### src/rtl/ecc_sel_pkg.sv
package ecc_sel_pkg;

    localparam int NUM_TIERS = 4;
    localparam int TIER_W    = $clog2(NUM_TIERS);
    localparam int STR_W     = 8;
    localparam int SPB_W     = 8;

    typedef logic [TIER_W-1:0] tier_t;

    typedef enum logic [1:0] {
        ST_IDLE,
        ST_PREP,
        ST_DIV,
        ST_SCAN
    } sel_state_e;

    typedef enum logic [1:0] {
        SC_IDLE,
        SC_RAISE,
        SC_FIT
    } scan_phase_e;

    typedef struct packed {
        logic             err;
        tier_t            tier;
        logic [STR_W-1:0] strength;
    } sel_result_t;

    // Bits corrected per step for each tier
    function automatic logic [STR_W-1:0] tier_strength(input tier_t t);
        logic [STR_W-1:0] s;
        unique case (t)
            2'd0:    s = 8'd4;
            2'd1:    s = 8'd8;
            2'd2:    s = 8'd40;
            default: s = 8'd48;
        endcase
        return s;
    endfunction

    // Spare bytes each step consumes for each tier
    function automatic logic [SPB_W-1:0] tier_spare(input tier_t t);
        logic [SPB_W-1:0] s;
        unique case (t)
            2'd0, 2'd1: s = 8'd32;
            default:    s = 8'd96;
        endcase
        return s;
    endfunction

endpackage

### src/rtl/ecc_geom_check.sv
module ecc_geom_check
    import ecc_sel_pkg::*;
#(
    parameter int PAGE_W       = 16,
    parameter int SPARE_W      = 12,
    parameter int STEP_LOG     = 10,
    parameter int MIN_PAGE_LOG = 11,
    parameter int MAX_PAGE_LOG = 14,
    parameter int MIN_SPARE    = 64,
    localparam int STEPS_W     = MAX_PAGE_LOG - STEP_LOG + 1,
    localparam int SL_W        = $clog2(MAX_PAGE_LOG - STEP_LOG + 1)
) (
    input  logic [PAGE_W-1:0]  page,
    input  logic [SPARE_W-1:0] spare,
    output logic               geom_ok,
    output logic [STEPS_W-1:0] step_count,
    output logic [SL_W-1:0]    step_log
);

    logic page_ok;
    logic spare_ok;

    // Accept only the power-of-two sizes in the allowed range
    always_comb begin
        page_ok  = 1'b0;
        step_log = '0;
        for (int b = MIN_PAGE_LOG; b <= MAX_PAGE_LOG; b++) begin
            if (page == (PAGE_W'(1) << b)) begin
                page_ok  = 1'b1;
                step_log = SL_W'(b - STEP_LOG);
            end
        end
    end

    assign spare_ok   = (spare >= SPARE_W'(MIN_SPARE));
    assign geom_ok    = page_ok && spare_ok;
    assign step_count = STEPS_W'(page >> STEP_LOG);

endmodule

### src/rtl/ecc_div.sv
module ecc_div #(
    parameter int W = 16,
    localparam int CNT_W = $clog2(W + 1),
    localparam int W2    = 2 * W
) (
    input  logic         clk,
    input  logic         rst,
    input  logic         go,
    input  logic [W-1:0] dividend,
    input  logic [W-1:0] divisor,
    output logic         done,
    output logic [W-1:0] quot
);

    logic [W-1:0]     q_r;
    logic [W-1:0]     d_r;
    logic [W-1:0]     r_r;
    logic [W-1:0]     dvd_r;
    logic [CNT_W-1:0] cnt_r;
    logic [W:0]       r_sh;
    logic [W:0]       r_diff;

    // One restoring step: shift in the next dividend bit, try to subtract
    always_comb begin
        r_sh   = {r_r, q_r[W-1]};
        r_diff = r_sh - {1'b0, d_r};
    end

    always_ff @(posedge clk) begin
        if (rst) begin
            q_r   <= '0;
            d_r   <= '0;
            r_r   <= '0;
            dvd_r <= '0;
            cnt_r <= '0;
            done  <= 1'b0;
        end else begin
            done <= 1'b0;
            if (go) begin
                q_r   <= dividend;
                dvd_r <= dividend;
                d_r   <= divisor;
                r_r   <= '0;
                cnt_r <= CNT_W'(W);
            end else if (cnt_r != '0) begin
                if (!r_diff[W]) begin
                    r_r <= r_diff[W-1:0];
                    q_r <= {q_r[W-2:0], 1'b1};
                end else begin
                    r_r <= r_sh[W-1:0];
                    q_r <= {q_r[W-2:0], 1'b0};
                end
                cnt_r <= cnt_r - CNT_W'(1);
                if (cnt_r == CNT_W'(1)) begin
                    done <= 1'b1;
                end
            end
        end
    end

    assign quot = q_r;

    // The quotient and remainder must rebuild the captured dividend
    assert_div_exact_R3: assert property (@(posedge clk) disable iff (rst)
        done |-> ((W2'(q_r) * W2'(d_r) + W2'(r_r)) == W2'(dvd_r)) && (r_r < d_r));

endmodule

### src/rtl/ecc_tier_scan.sv
module ecc_tier_scan
    import ecc_sel_pkg::*;
#(
    parameter int STEPS_W = 5,
    parameter int SPARE_W = 12,
    parameter int TGT_W   = 24,
    localparam int NEED_W = SPB_W + STEPS_W,
    localparam int CMP_W  = (NEED_W > SPARE_W) ? NEED_W : SPARE_W
) (
    input  logic               clk,
    input  logic               rst,
    input  logic               go,
    input  logic               use_max,
    input  logic [TGT_W-1:0]   target,
    input  logic [STEPS_W-1:0] step_count,
    input  logic [SPARE_W-1:0] spare,
    output logic               done,
    output logic               fit_err,
    output tier_t              tier
);

    scan_phase_e ph;
    tier_t       tier_r;
    logic [CMP_W-1:0] need;
    logic [CMP_W-1:0] room;
    logic        meets;
    logic        at_top;

    always_comb begin
        need   = CMP_W'(tier_spare(tier_r)) * CMP_W'(step_count);
        room   = CMP_W'(spare);
        meets  = (TGT_W'(tier_strength(tier_r)) >= target);
        at_top = (tier_r == TIER_W'(NUM_TIERS - 1));
    end

    always_ff @(posedge clk) begin
        if (rst) begin
            ph      <= SC_IDLE;
            tier_r  <= '0;
            done    <= 1'b0;
            fit_err <= 1'b0;
        end else begin
            done <= 1'b0;
            unique case (ph)
                SC_IDLE: begin
                    if (go) begin
                        fit_err <= 1'b0;
                        if (use_max) begin
                            tier_r <= TIER_W'(NUM_TIERS - 1);
                            ph     <= SC_FIT;
                        end else begin
                            tier_r <= '0;
                            ph     <= SC_RAISE;
                        end
                    end
                end
                // Upward pass: first tier strong enough, clamped at the top
                SC_RAISE: begin
                    if (meets || at_top) begin
                        ph <= SC_FIT;
                    end else begin
                        tier_r <= tier_r + 1'b1;
                    end
                end
                // Downward pass: back off until the spare area holds all parity
                SC_FIT: begin
                    if (need <= room) begin
                        done <= 1'b1;
                        ph   <= SC_IDLE;
                    end else if (tier_r == '0) begin
                        done    <= 1'b1;
                        fit_err <= 1'b1;
                        ph      <= SC_IDLE;
                    end else begin
                        tier_r <= tier_r - 1'b1;
                    end
                end
                default: ph <= SC_IDLE;
            endcase
        end
    end

    assign tier = tier_r;

    // Leaving the upward pass means the target was met or the table ended
    assert_raise_stop_R3: assert property (@(posedge clk) disable iff (rst)
        (ph == SC_FIT && $past(ph) == SC_RAISE) |-> (meets || at_top));

    // A successful finish leaves a tier whose parity fits
    assert_fit_holds_R5: assert property (@(posedge clk) disable iff (rst)
        (done && !fit_err) |-> (need <= room));

    // Failure only after tier 0 was tried and did not fit
    assert_fail_floor_R6: assert property (@(posedge clk) disable iff (rst)
        (done && fit_err) |-> (tier_r == '0) && (need > room));

endmodule

### src/rtl/ecc_strength_sel.sv
module ecc_strength_sel
    import ecc_sel_pkg::*;
#(
    parameter int PAGE_W       = 16,
    parameter int SPARE_W      = 12,
    parameter int STEP_LOG     = 10,
    parameter int MIN_PAGE_LOG = 11,
    parameter int MAX_PAGE_LOG = 14,
    parameter int MIN_SPARE    = 64,
    localparam int STEPS_W     = MAX_PAGE_LOG - STEP_LOG + 1,
    localparam int SL_W        = $clog2(MAX_PAGE_LOG - STEP_LOG + 1),
    localparam int TGT_W       = PAGE_W + STR_W,
    localparam int LAT_MAX     = PAGE_W + 4 * NUM_TIERS,
    localparam int LAT_W       = $clog2(LAT_MAX + 2)
) (
    input  logic               clk,
    input  logic               rst,
    input  logic               start,
    input  logic [PAGE_W-1:0]  page_bytes,
    input  logic [SPARE_W-1:0] spare_bytes,
    input  logic [PAGE_W-1:0]  want_step,
    input  logic [STR_W-1:0]   want_bits,
    output logic               busy,
    output logic               done,
    output logic               err,
    output logic [TIER_W-1:0]  tier,
    output logic [STR_W-1:0]   strength,
    output logic [STEPS_W-1:0] steps
);

    sel_state_e         state;
    logic [PAGE_W-1:0]  page_r;
    logic [SPARE_W-1:0] spare_r;
    logic [PAGE_W-1:0]  wstep_r;
    logic [STR_W-1:0]   wbits_r;
    logic [TGT_W-1:0]   target_r;
    logic               use_max_r;
    logic               scan_go_r;
    sel_result_t        res_r;
    logic [STEPS_W-1:0] steps_r;
    logic               done_r;

    logic               geom_ok;
    logic [STEPS_W-1:0] g_steps;
    logic [SL_W-1:0]    g_log;
    logic               have_req;
    logic               div_go;
    logic               div_done;
    logic [PAGE_W-1:0]  div_quot;
    logic [TGT_W-1:0]   desired;
    logic [TGT_W-1:0]   target_calc;
    logic               scan_done;
    logic               scan_err;
    tier_t              scan_tier;

    ecc_geom_check #(
        .PAGE_W      (PAGE_W),
        .SPARE_W     (SPARE_W),
        .STEP_LOG    (STEP_LOG),
        .MIN_PAGE_LOG(MIN_PAGE_LOG),
        .MAX_PAGE_LOG(MAX_PAGE_LOG),
        .MIN_SPARE   (MIN_SPARE)
    ) u_geom (
        .page      (page_r),
        .spare     (spare_r),
        .geom_ok   (geom_ok),
        .step_count(g_steps),
        .step_log  (g_log)
    );

    assign have_req = (wstep_r != '0) && (wbits_r != '0);
    assign div_go   = (state == ST_PREP) && geom_ok && have_req;

    ecc_div #(.W(PAGE_W)) u_div (
        .clk     (clk),
        .rst     (rst),
        .go      (div_go),
        .dividend(page_r),
        .divisor (wstep_r),
        .done    (div_done),
        .quot    (div_quot)
    );

    // Requested total, then per-step target; step count is a power of two
    assign desired     = TGT_W'(div_quot) * TGT_W'(wbits_r);
    assign target_calc = desired >> g_log;

    ecc_tier_scan #(
        .STEPS_W(STEPS_W),
        .SPARE_W(SPARE_W),
        .TGT_W  (TGT_W)
    ) u_scan (
        .clk       (clk),
        .rst       (rst),
        .go        (scan_go_r),
        .use_max   (use_max_r),
        .target    (target_r),
        .step_count(g_steps),
        .spare     (spare_r),
        .done      (scan_done),
        .fit_err   (scan_err),
        .tier      (scan_tier)
    );

    always_ff @(posedge clk) begin
        if (rst) begin
            state     <= ST_IDLE;
            page_r    <= '0;
            spare_r   <= '0;
            wstep_r   <= '0;
            wbits_r   <= '0;
            target_r  <= '0;
            use_max_r <= 1'b0;
            scan_go_r <= 1'b0;
            res_r     <= '0;
            steps_r   <= '0;
            done_r    <= 1'b0;
        end else begin
            done_r    <= 1'b0;
            scan_go_r <= 1'b0;
            unique case (state)
                ST_IDLE: begin
                    if (start) begin
                        page_r  <= page_bytes;
                        spare_r <= spare_bytes;
                        wstep_r <= want_step;
                        wbits_r <= want_bits;
                        state   <= ST_PREP;
                    end
                end
                ST_PREP: begin
                    if (!geom_ok) begin
                        res_r   <= '{err: 1'b1, tier: '0, strength: '0};
                        steps_r <= '0;
                        done_r  <= 1'b1;
                        state   <= ST_IDLE;
                    end else if (have_req) begin
                        state <= ST_DIV;
                    end else begin
                        use_max_r <= 1'b1;
                        scan_go_r <= 1'b1;
                        state     <= ST_SCAN;
                    end
                end
                ST_DIV: begin
                    if (div_done) begin
                        target_r  <= target_calc;
                        use_max_r <= (desired == '0);
                        scan_go_r <= 1'b1;
                        state     <= ST_SCAN;
                    end
                end
                ST_SCAN: begin
                    if (scan_done) begin
                        if (scan_err) begin
                            res_r   <= '{err: 1'b1, tier: '0, strength: '0};
                            steps_r <= '0;
                        end else begin
                            res_r   <= '{err: 1'b0, tier: scan_tier,
                                         strength: tier_strength(scan_tier)};
                            steps_r <= g_steps;
                        end
                        done_r <= 1'b1;
                        state  <= ST_IDLE;
                    end
                end
                default: state <= ST_IDLE;
            endcase
        end
    end

    assign busy     = (state != ST_IDLE);
    assign done     = done_r;
    assign err      = res_r.err;
    assign tier     = res_r.tier;
    assign strength = res_r.strength;
    assign steps    = steps_r;

    // Cycle budget watch for a run in progress
    logic [LAT_W-1:0] lat_cnt;
    always_ff @(posedge clk) begin
        if (rst || state == ST_IDLE) begin
            lat_cnt <= '0;
        end else begin
            lat_cnt <= lat_cnt + 1'b1;
        end
    end

    assert_latency_R9: assert property (@(posedge clk) disable iff (rst)
        lat_cnt <= LAT_W'(LAT_MAX));

    assert_done_pulse_R9: assert property (@(posedge clk) disable iff (rst)
        done |=> !done);

    assert_ignore_start_R10: assert property (@(posedge clk) disable iff (rst)
        (busy && start) |=> ($stable(page_r) && $stable(spare_r)
                             && $stable(wstep_r) && $stable(wbits_r)));

    assert_err_zero_R8: assert property (@(posedge clk) disable iff (rst)
        (done && err) |-> (tier == '0 && strength == '0 && steps == '0));

    assert_steps_shape_R2: assert property (@(posedge clk) disable iff (rst)
        (done && !err) |-> ($countones(steps) == 1 && steps >= STEPS_W'(2)));

    assert_table_R1: assert property (@(posedge clk) disable iff (rst)
        (done && !err) |-> (strength == 8'd4 || strength == 8'd8
                            || strength == 8'd40 || strength == 8'd48));

endmodule

### config.mk
export PLATFORM = sky130hd
export DESIGN_NAME = ecc_strength_sel
export DESIGN_NICKNAME = d
export VERILOG_FILES = /design/src/rtl/ecc_sel_pkg.sv /design/src/rtl/ecc_geom_check.sv /design/src/rtl/ecc_div.sv /design/src/rtl/ecc_tier_scan.sv /design/src/rtl/ecc_strength_sel.sv
export SDC_FILE = /design/constraint.sdc
export NUM_CORES = 1
export LEC_CHECK = 0
export BUFFER_PORTS_ARGS = -buffer_cell sky130_fd_sc_hd__buf_2
export CAP_MARGIN = 20
export CORE_MARGIN = 2
export CORE_UTILIZATION = 47
export DETAILED_ROUTE_END_ITERATION = 10
export GPL_ROUTABILITY_DRIVEN = 0
export GPL_TIMING_DRIVEN = 0
export HOLD_SLACK_MARGIN = 0.03
export PLACE_DENSITY_LB_ADDON = 0.25
export SLEW_MARGIN = 20
export SYNTH_ARGS = -nofsm -noshare
export SYNTH_HDL_FRONTEND = slang
export SYNTH_SLANG_ARGS = --single-unit
### constraint.sdc
create_clock -name clk -period 5.5 [get_ports clk]
set_clock_uncertainty 0.05 [all_clocks]
set_input_delay 0.55 -clock clk [delete_from_list [all_inputs] [get_ports clk]]
set_output_delay 0.55 -clock clk [all_outputs]
set_load 0.01 [all_outputs]
Word-level counts from Yosys, hierarchy flattened
Cells that the tools add are included.

operators by class
  add/subtract/negate cells = 4
  $mul = 2
  div/mod/pow operators = 0
  magnitude comparators = 3
  eq/ne operators = 26
  shifts and indexed selects = 1
  mux-type cells = 60
  bitwise gates (word level) = 2
  reduce and logical (&&, ||, !) cells = 30

operators by type and width
  kind                                                                     count
  16-bit 2-to-1 mux                                                        3
  11-bit 2-to-1 mux                                                        3
  2-bit 2-to-1 mux                                                         14
  5-bit 2-to-1 mux                                                         5
  6-bit by 24-bit >= comparator with 1-bit output                          1
  24-bit logical NOT                                                       1
  16-bit by 8-bit multiplier with 24-bit output                            1
  24-bit by 3-bit right shift with 24-bit output                           1
  11-bit case mux with 2 select lines                                      1
  1-bit 2-to-1 mux                                                         21
  6-bit case mux with 3 select lines                                       1
  17-bit by 16-bit subtractor with 17-bit output                           1
  16-bit by 12-bit == test with 1-bit output (second input constant)       1
  16-bit by 13-bit == test with 1-bit output (second input constant)       1
  16-bit by 14-bit == test with 1-bit output (second input constant)       1
  16-bit by 15-bit == test with 1-bit output (second input constant)       1
  2-bit inequality test (second input constant)                            8
  16-bit nonzero test                                                      1
  13-bit by 12-bit less-or-equal comparator with 1-bit output              1
  12-bit by 7-bit >= comparator with 1-bit output (second input constant)  1
  7-bit by 5-bit multiplier with 12-bit output                             1
  2-bit case mux with 3 select lines                                       2
  2-bit == test (second input constant)                                    5
  5-bit case mux with 2 select lines                                       1
  25 further kinds                                                         51

storage, ports and cells
  bits in registers = 157
  bits in latches = 0
  bits in writable memories = 0
  ROM bits = 0
  input port bits = 55
  output and inout port bits = 18
  word-level logic and storage cells = 151
  memories = 0

Longest topological paths before layout
Gate-level depths: netlist of run 1.

  word-level depth = 9
  depth in mapped cells = 20

Hierarchy
Synthesis of run 1 repeated with hierarchy kept, for this count alone.

second synthesis, totals
  cells, all modules = 1627
  area, all modules = 13340.3 µm²

by module, submodules not included
  module            times used  cells an instance  area each (µm²)  sequential area each (µm²)
  ecc_strength_sel  1           1070               8817.2           1841.8
  ecc_div           1           405                3253.1           1081.0
  ecc_tier_scan     1           128                1102.3           120.1
  ecc_geom_check    1           24                 167.7            0.0

Worst setup path before layout of run 1
No wires, ideal clock.

  path kind = reg-to-reg
  start = reg wbits_r[6]
  end = reg target_r[14]
  arrival time = 4.885 ns
  data required time = 5.362 ns
  path slack = 0.476 ns
  cell stages (with the launch flop) = 18
  period minus slack after synthesis = 5.024 ns
  cell sequence = dfxtp_1 > clkbuf_1 > and2_1 > fa_1 > fa_1 > fa_1 > inv_1 > fa_1 > inv_1 > ha_1 > a21o_1 > or3_1 > o21ai_1 > a21boi_0 > or2_2 > mux2i_1 > nor3_1 > a311oi_2

on the way
  longest elaborated chain between the ends = 2

RTL lines
  what                                            RTL line                 RTL
  from (decl)                                     ecc_strength_sel.sv:35   logic [STR_W-1:0] wbits_r;
  from (signal assigned)                          ecc_strength_sel.sv:127  wbits_r <= want_bits;
  16-bit by 8-bit multiplier with 24-bit output   ecc_strength_sel.sv:85   assign desired = TGT_W'(div_quot) * TGT_W'(wbits_r);
  24-bit by 3-bit right shift with 24-bit output  ecc_strength_sel.sv:86   assign target_calc = desired >> g_log;
  to (signal assigned)                            ecc_strength_sel.sv:147  target_r <= target_calc;
  to (decl)                                       ecc_strength_sel.sv:36   logic [TGT_W-1:0] target_r;

Every way passes these cells.
A chain may end at the register's enable or synchronous reset.

Worst setup path after layout of run 1
  start = reg wbits_r[4]
  end = reg use_max_r

on the way
  longest elaborated chain between the ends = 4
  elaborated cells on any way between the ends = 8
  those cells by class = mul: 1; eq/ne: 1; mux: 2; reduce/logical: 4

RTL lines
  what                                                                                        RTL line                                         RTL
  16-bit by 8-bit multiplier with 24-bit output / 8-bit nonzero test (equally long branches)  ecc_strength_sel.sv:85, ecc_strength_sel.sv:71
  24-bit logical NOT / 1-bit logical AND (equally long branches)                              ecc_strength_sel.sv:148, ecc_strength_sel.sv:71
  1-bit 2-to-1 mux / 2-bit inequality test (equally long branches)                            n/a
  1-bit case mux with 2 select lines / 4-bit AND reduction (equally long branches)            n/a
  to (signal assigned)                                                                        ecc_strength_sel.sv:148                          use_max_r <= (desired == '0);
  to (decl)                                                                                   ecc_strength_sel.sv:37                           logic use_max_r;

Parallel ways exist; a longest one is shown, timed or not. The select of a mux whose other input is x is not followed.

==> results of run 1 <==
registers in the layout, indices dropped and copies added, names as in the netlist, 4 cells and up, named ones only:
| name | flops |
|---|---|
| page_r | 16 |
| spare_r | 12 |
| steps | 5 |
| strength | 4 |
| target_r | 24 |
| u_div.cnt_r | 5 |
| u_div.d_r | 16 |
| u_div.quot | 16 |
| u_div.r_r | 16 |
| wbits_r | 8 |
| wstep_r | 16 |
worst min-delay path by stage:
stage	start	to	slack (ns)	cells past startpoint
2_1_floorplan	target_r[22]	target_r[22]	0.38	2
3_3_place_gp	steps[3]	steps[3]	0.39	2
6_report	want_bits[2]	wbits_r[2]	0.30	3
5_1_grt	want_bits[4]	wbits_r[4]	0.31	3
3_5_place_dp	strength[5]	strength[5]	0.39	2
4_1_cts	want_bits[2]	wbits_r[2]	0.29	3
timing repair:
| item | 4_1_cts | 5_1_grt |
|---|---|---|
| endpoints found under the setup margin | 22 | 21 |
| hold buffers | 0 | 0 |
| resized for setup | 25 | 50 |
| setup buffers | 1 | 3 |
| pin swaps | 4 | 10 |
cell type report:
| class | count | area (um2) |
|---|---|---|
| clock inverters | 13 | 134 |
| repair buffers | 71 | 365 |
| fillers | 2596 | 12500 |
| clock buffers | 19 | 443 |
| inverters | 154 | 578 |
| well taps | 341 | 427 |
| flip-flops and latches | 153 | 3090 |
| multi-input cells | 1194 | 8920 |
| plain buffers | 80 | 460 |
cells in the final DEF (no fill, tap or decap), types with 17 or more instances in the layout:
cell / instances
a211oi_1: 19
a21oi_1: 166
and2_1: 115
buf_2: 77
clkbuf_1: 46
clkbuf_16: 17
dfxtp_1: 142
fa_1: 86
ha_1: 91
inv_1: 154
mux2i_1: 30
nand2_1: 242
nand3_1: 31
nor2_1: 72
nor3_1: 24
o21ai_0: 63
xnor2_1: 19
logic make-up (layout without fill, tap and decap cells):
group                      Yosys count  count (layout)  synth area share
AOI/OAI and AO/OA                  357             357             0.169
xor gates and xnor gates            38              38            0.0280
adders and majority gates          182             182             0.228
buffers and inverters              241             337            0.0796
DFF                                153             153             0.239
muxes                               39              39            0.0327
other                                1               4          0.000292
and+or+nand+nor                    574             574             0.224
power breakdown:
group,total (mW),switching [mW],internal (mW),leakage [nW]
Clock,1.18,0.530,0.648,0.279
Sequential,1.35,0.122,1.22,1.25
Combinational,1.84,1.07,0.774,4.78
Total,4.37,1.72,2.65,6.31
worst min-delay path, stage by stage:
cell     delay (ns)
buf_2          0.10
nand2_1        0.05
a21oi_1        0.05
layer usage:
layer	vias to the layer above	wire length, um	GRT usage
met2	364	15800	0.405
met5	-	11	0
met4	2	996	0.0896
li1	5490	-	-
met1	5414	15100	0.323
met3	62	1730	0.0280
metrics by stage:
stage | power (mW) | hold WS [ns] | setup WS [ns]
floorplan | 2.75 | 0.377 | 0.476
global placement | 3.15 | 0.392 | -0.492
detailed placement | 3.18 | 0.393 | -0.596
CTS | 4.36 | 0.291 | 0.00415
global route | 4.64 | 0.308 | -0.0946
finish | 4.37 | 0.295 | 0.119
==> summary.md, run 1 <==
| Metric | Value |
|---|---|
| First-pass GRT wire length | 55.9 mm |
| CTS max path bufs | 2 |
| Layout cells sized above 1 | 0.126 |
| Final hold viol count | 0 |
| Gr ovfl total | 0 |
| Die Span Y | 169 um |
| R2r endpoint | use_max_r |
| Vias in the first global route | 11,117 |
| # clock sinks | 153 |
| Drt total wl | 33.6 mm |
| Die width | 169 um |
| CTS root buffer | clkbuf_16 |
| Number of flops mapped to enable cells by yosys | 0 |
| CP bufs+invs | 4 |
| Status | completed |
| Vias per cell | 5.60 |
| Max-cap viol count | 0 |
| Row count | 60 |
| Top cells by count, synth | nand2_1 (242), a21oi_1 (169), inv_1 (154) |
| Most frequent cell after synthesis | nand2_1 |
| Routed Antenna Nets | 0 |
| Slowest Stage Delay on Critical Path | 0.55 ns |
| Placed Instance Area | 13,600 um2 |
| RSZ-0062 raised after global routing | yes |
| Final Max Slew Viols | 0 |
| Seq cells post-synth | 153 |
| # diodes | 0 |
| FFs w/ async S/R, synth | 0 |
| Setup total negative slack | 0 ns |
| Worst Setup End Kind | flip-flop |
| Drc violations | 0 |
| Tightest Pin Transition | 0.805 ns |
| Delay-heaviest family, CP | adder cells |
| Syn_area_per_cell | 8.10 um2 |
| Hold Path Class | in2reg |
| Top Ports | 73 |
| FF-to-FF path depth | 18 |
| DRT iter0 DRCs | 780 |
| Synth area leaders | dfxtp_1 (24%), fa_1 (13%), ha_1 (9.4%), nand2_1 (7.1%), a21oi_1 (6.6%) |
| Critical Path Sink | use_max_r |
| Crit Reg-Reg Startpoint | wbits_r[4] |
| Critical path class | reg2reg |
| Synth warn | 0 |
| Port-buffer cells | 67 |
| Mapped Cells | 1,585 |
| Synth cell types | 80 |
| Power density over the cells | 303 nW/um2 |
| CTS H-Tree Depth | 4 |
| Fin nets | 1,908 |
| Wire per inst | 16.6 um |
| Overall routing resource usage | 0.242 |
| Cell count along the critical path | 18 |
| Final period util | 0.978 |
| Post-Layout Cell Count | 2,025 |
| Type of element launching the critical path | flip-flop |
| Worst path required time | 5.82 ns |
| Final min period | 5.38 ns |
| CP Launch Point | wbits_r[4] |
| Syn-to-layout area delta | 12.4% |
| Initial antenna violation count | 1 |
| CTS Buf Count | 17 |
| Most frequent cell on the critical path | fa_1 |
| Via count | 11,332 |
| Total die area | 28,600 um2 |
| Largest net degree at the start of global routing | 17 |
| Setup Viol. Count Final | 0 |
| Top cell type's share of synthesized area | 0.239 |
| Reg-to-reg slack, setup | 0.12 ns |
| Slew margin rel. | 0.458 |
| Top cell type by total area after synthesis | dfxtp_1 |
| Final instance area | 14,400 um2 |
| Starting density of the core | 0.477 |
| Arr. time, crit path | 5.70 ns |
| Post-DP HPWL | 25.8 mm |
| Seq/Total Area, Yosys | 0.239 |
| Max FO, Critical Path | 10 |
| Post-Syn Area | 12,800 um2 |
| Maximum VDD drop | 307 uV |
| Worst-Skew Late Latency | 0.43 ns |
| Total iterations of the first detailed-routing run | 5 |
| Core area | 26,900 um2 |
| Crit-path slowest cell | fa_1 |
| Final Core Density | 0.537 |
| DP Cell Count | 1,996 |
| Clock transition at the registers of the reported paths | 0.07 ns |
| Main synth FF type | dfxtp_1 |
| Crit path cell chain | buf_4, and2_1, fa_1, fa_1, fa_1, inv_1, fa_1, inv_1, ha_1, clkbuf_2, and4_2, and3_1, o211ai_1, a211oi_1, a311oi_2, nor4b_2, nand4_1, a21oi_1 |
| CTS tree | built |
| Max frequency | 186 MHz |
| LEAKAGE | 6.31 nW |
Power figures use the tool's default switching activity.
==> run 2: changes to the inputs <==
PLACE_DENSITY = 0.68   (was not set)
PLACE_DENSITY_LB_ADDON = not set   (was 0.25)
TNS_END_PERCENT = 10   (was not set)
==> summary.md, run 2 (synthesis results as in run 1) <==
| Metric | Value |
|---|---|
| Starting density of the core | 0.477 |
| Worst Setup End Kind | flip-flop |
| Max reg flops | 24 |
| Arr. time, crit path | 5.70 ns |
| Critical Path Sink | use_max_r |
| Syn-to-layout area delta | 13.2% |
| Power density over the cells | 309 nW/um2 |
| Total iterations of the first detailed-routing run | 5 |
| Wire per inst | 16.6 um |
| Post-DP HPWL | 25.6 mm |
| Switching power | 1.71 mW |
| Type of element launching the critical path | flip-flop |
| Die Span Y | 169 um |
| Fin nets | 1,909 |
| Via count | 11,393 |
| Port-buffer cells | 67 |
| Final period util | 0.979 |
| Initial antenna violation count | 0 |
| Setup WS pre-CTS | -0.487 ns |
| Core area | 26,900 um2 |
| Final worst slack | 0.118 ns |
| Max frequency | 186 MHz |
| Final hold viol count | 0 |
| Overall routing resource usage | 0.238 |
| Gr ovfl total | 0 |
| Hold Path Class | in2reg |
| # clock sinks | 153 |
| # diodes | 0 |
| CTS tree | built |
| Total die area | 28,600 um2 |
| Worst path required time | 5.81 ns |
| Sequential share of power | 0.300 |
| CP Launch Point | wbits_r[4] |
| Drt total wl | 33.5 mm |
| Critical path class | reg2reg |
| Setup Viol. Count Final | 0 |
| Final Max Slew Viols | 0 |
| Row count | 60 |
| Final min period | 5.38 ns |
| Vias in the first global route | 11,129 |
| FF-to-FF path depth | 18 |
| Tightest Pin Transition | 0.857 ns |
| Worst hold margin | 0.298 ns |
| Clock share of power | 0.287 |
| Maximum VDD drop | 242 uV |
| Most frequent cells in the layout | nand2_1 (242), a21oi_1 (166), inv_1 (154) |
| Combinational share of power | 0.413 |
| CTS Buf Count | 17 |
| Worst-Skew Late Latency | 0.44 ns |
| DRT iter0 DRCs | 971 |
| Commonest non-fill, non-tap cell in the layout | nand2_1 |
| LEAKAGE | 6.37 nW |
| P_int | 2.78 mW |
| R2r endpoint | use_max_r |
| First-pass GRT wire length | 55.2 mm |
| Max FO, Critical Path | 10 |
| Switching Share | 0.380 |
| Layout cells sized above 1 | 0.128 |
| Die width | 169 um |
| Reg with most FFs | target_r |
| CTS max path bufs | 2 |
| CTS root buffer | clkbuf_16 |
| Top Ports | 73 |
| Max-cap viol count | 0 |
| Slew margin rel. | 0.425 |
| RSZ-0062 raised after global routing | yes |
| Drc violations | 0 |
| Reg-to-reg slack, setup | 0.12 ns |
| Status | completed |
| Largest net degree at the start of global routing | 17 |
| Clock transition at the registers of the reported paths | 0.07 ns |
| Crit Reg-Reg Startpoint | wbits_r[4] |
| Vias per cell | 5.62 |
| CTS H-Tree Depth | 4 |
| CTS Hold Buffers Added | 0 |
| Routed Antenna Nets | 0 |
-- run 2: cell types whose count changed in the layout (fill, tap and decap cells not counted), moves of 2 or more --
cell,before,now
ha_2,5,1
inv_6,4,2
bufinv_16,1,4
ha_1,91,94
buf_4,14,17
-- run 2: area by class of cell --
cell class,count,area [um2]
fill,2536,12400
multi-input combinational,1194,8950
sequential,153,3090
inverter,154,578
buffer,79,457
clock buffer,20,447
tap,341,427
timing repair buffer,73,380
clock inverter,12,190
-- run 2: metrics by stage --
step           utilization  std cells  TNS, ns  power, mW  instance area, um2
2_1_floorplan            -       1588        0       2.75               12800
3_3_place_gp         0.506       1996    -5.90       3.14               13600
3_5_place_dp         0.506       1996    -6.35       3.18               13600
4_1_cts              0.532       2025        0       4.48               14300
5_1_grt              0.540       2026   -0.113       4.77               14500
6_report             0.540       2026        0       4.49               14500
-- run 2: power groups by stage --
stage	sequential (mW)	combinational, mW	clock, mW
final	1.35	1.86	1.29
after global routing	1.36	2.06	1.35
after CTS	1.34	1.83	1.30
after detailed placement	1.35	1.83	0
after global placement	1.35	1.79	0
after floorplan	1.32	1.43	0
-- run 2: worst max-delay path: stages (launching register included) --
cell and delay, ns:
dfxtp_4 0.39, buf_4 0.19, and2_1 0.18, fa_1 0.55, fa_1 0.44, fa_1 0.55
inv_1 0.06, fa_1 0.52, inv_1 0.04, ha_1 0.26, clkbuf_4 0.18, and4_4 0.26
and3_4 0.21, o211ai_1 0.19, buf_4 0.21, a311oi_4 0.36, nor4b_4 0.26, nand4_1 0.24
a21oi_2 0.18
-- run 2: repair_timing --
item                                    in CTS  in global routing
gates resized for setup                     24                 59
endpoints found under the setup margin      22                 19
setup buffers                                0                  6
pin swaps                                    3                  9
-- run 2: how the worst min path moves through the flow --
stage                   startpoint             to  cells after the start
floorplan             target_r[22]   target_r[22]                      2
global placement     u_div.d_r[11]  u_div.d_r[11]                      2
detailed placement   u_div.d_r[12]  u_div.d_r[12]                      2
CTS                  page_bytes[4]      page_r[4]                      3
global route        page_bytes[15]     page_r[15]                      3
finish                want_bits[2]     wbits_r[2]                      3
-- run 2: metal layers --
layer  up-vias  global-route usage  share of wire
met2       379               0.397           0.47
li1       5495                   -              -
met5         -                   0              0
met1      5458               0.316           0.45
met4         0              0.0836          0.022
met3        61              0.0352          0.059
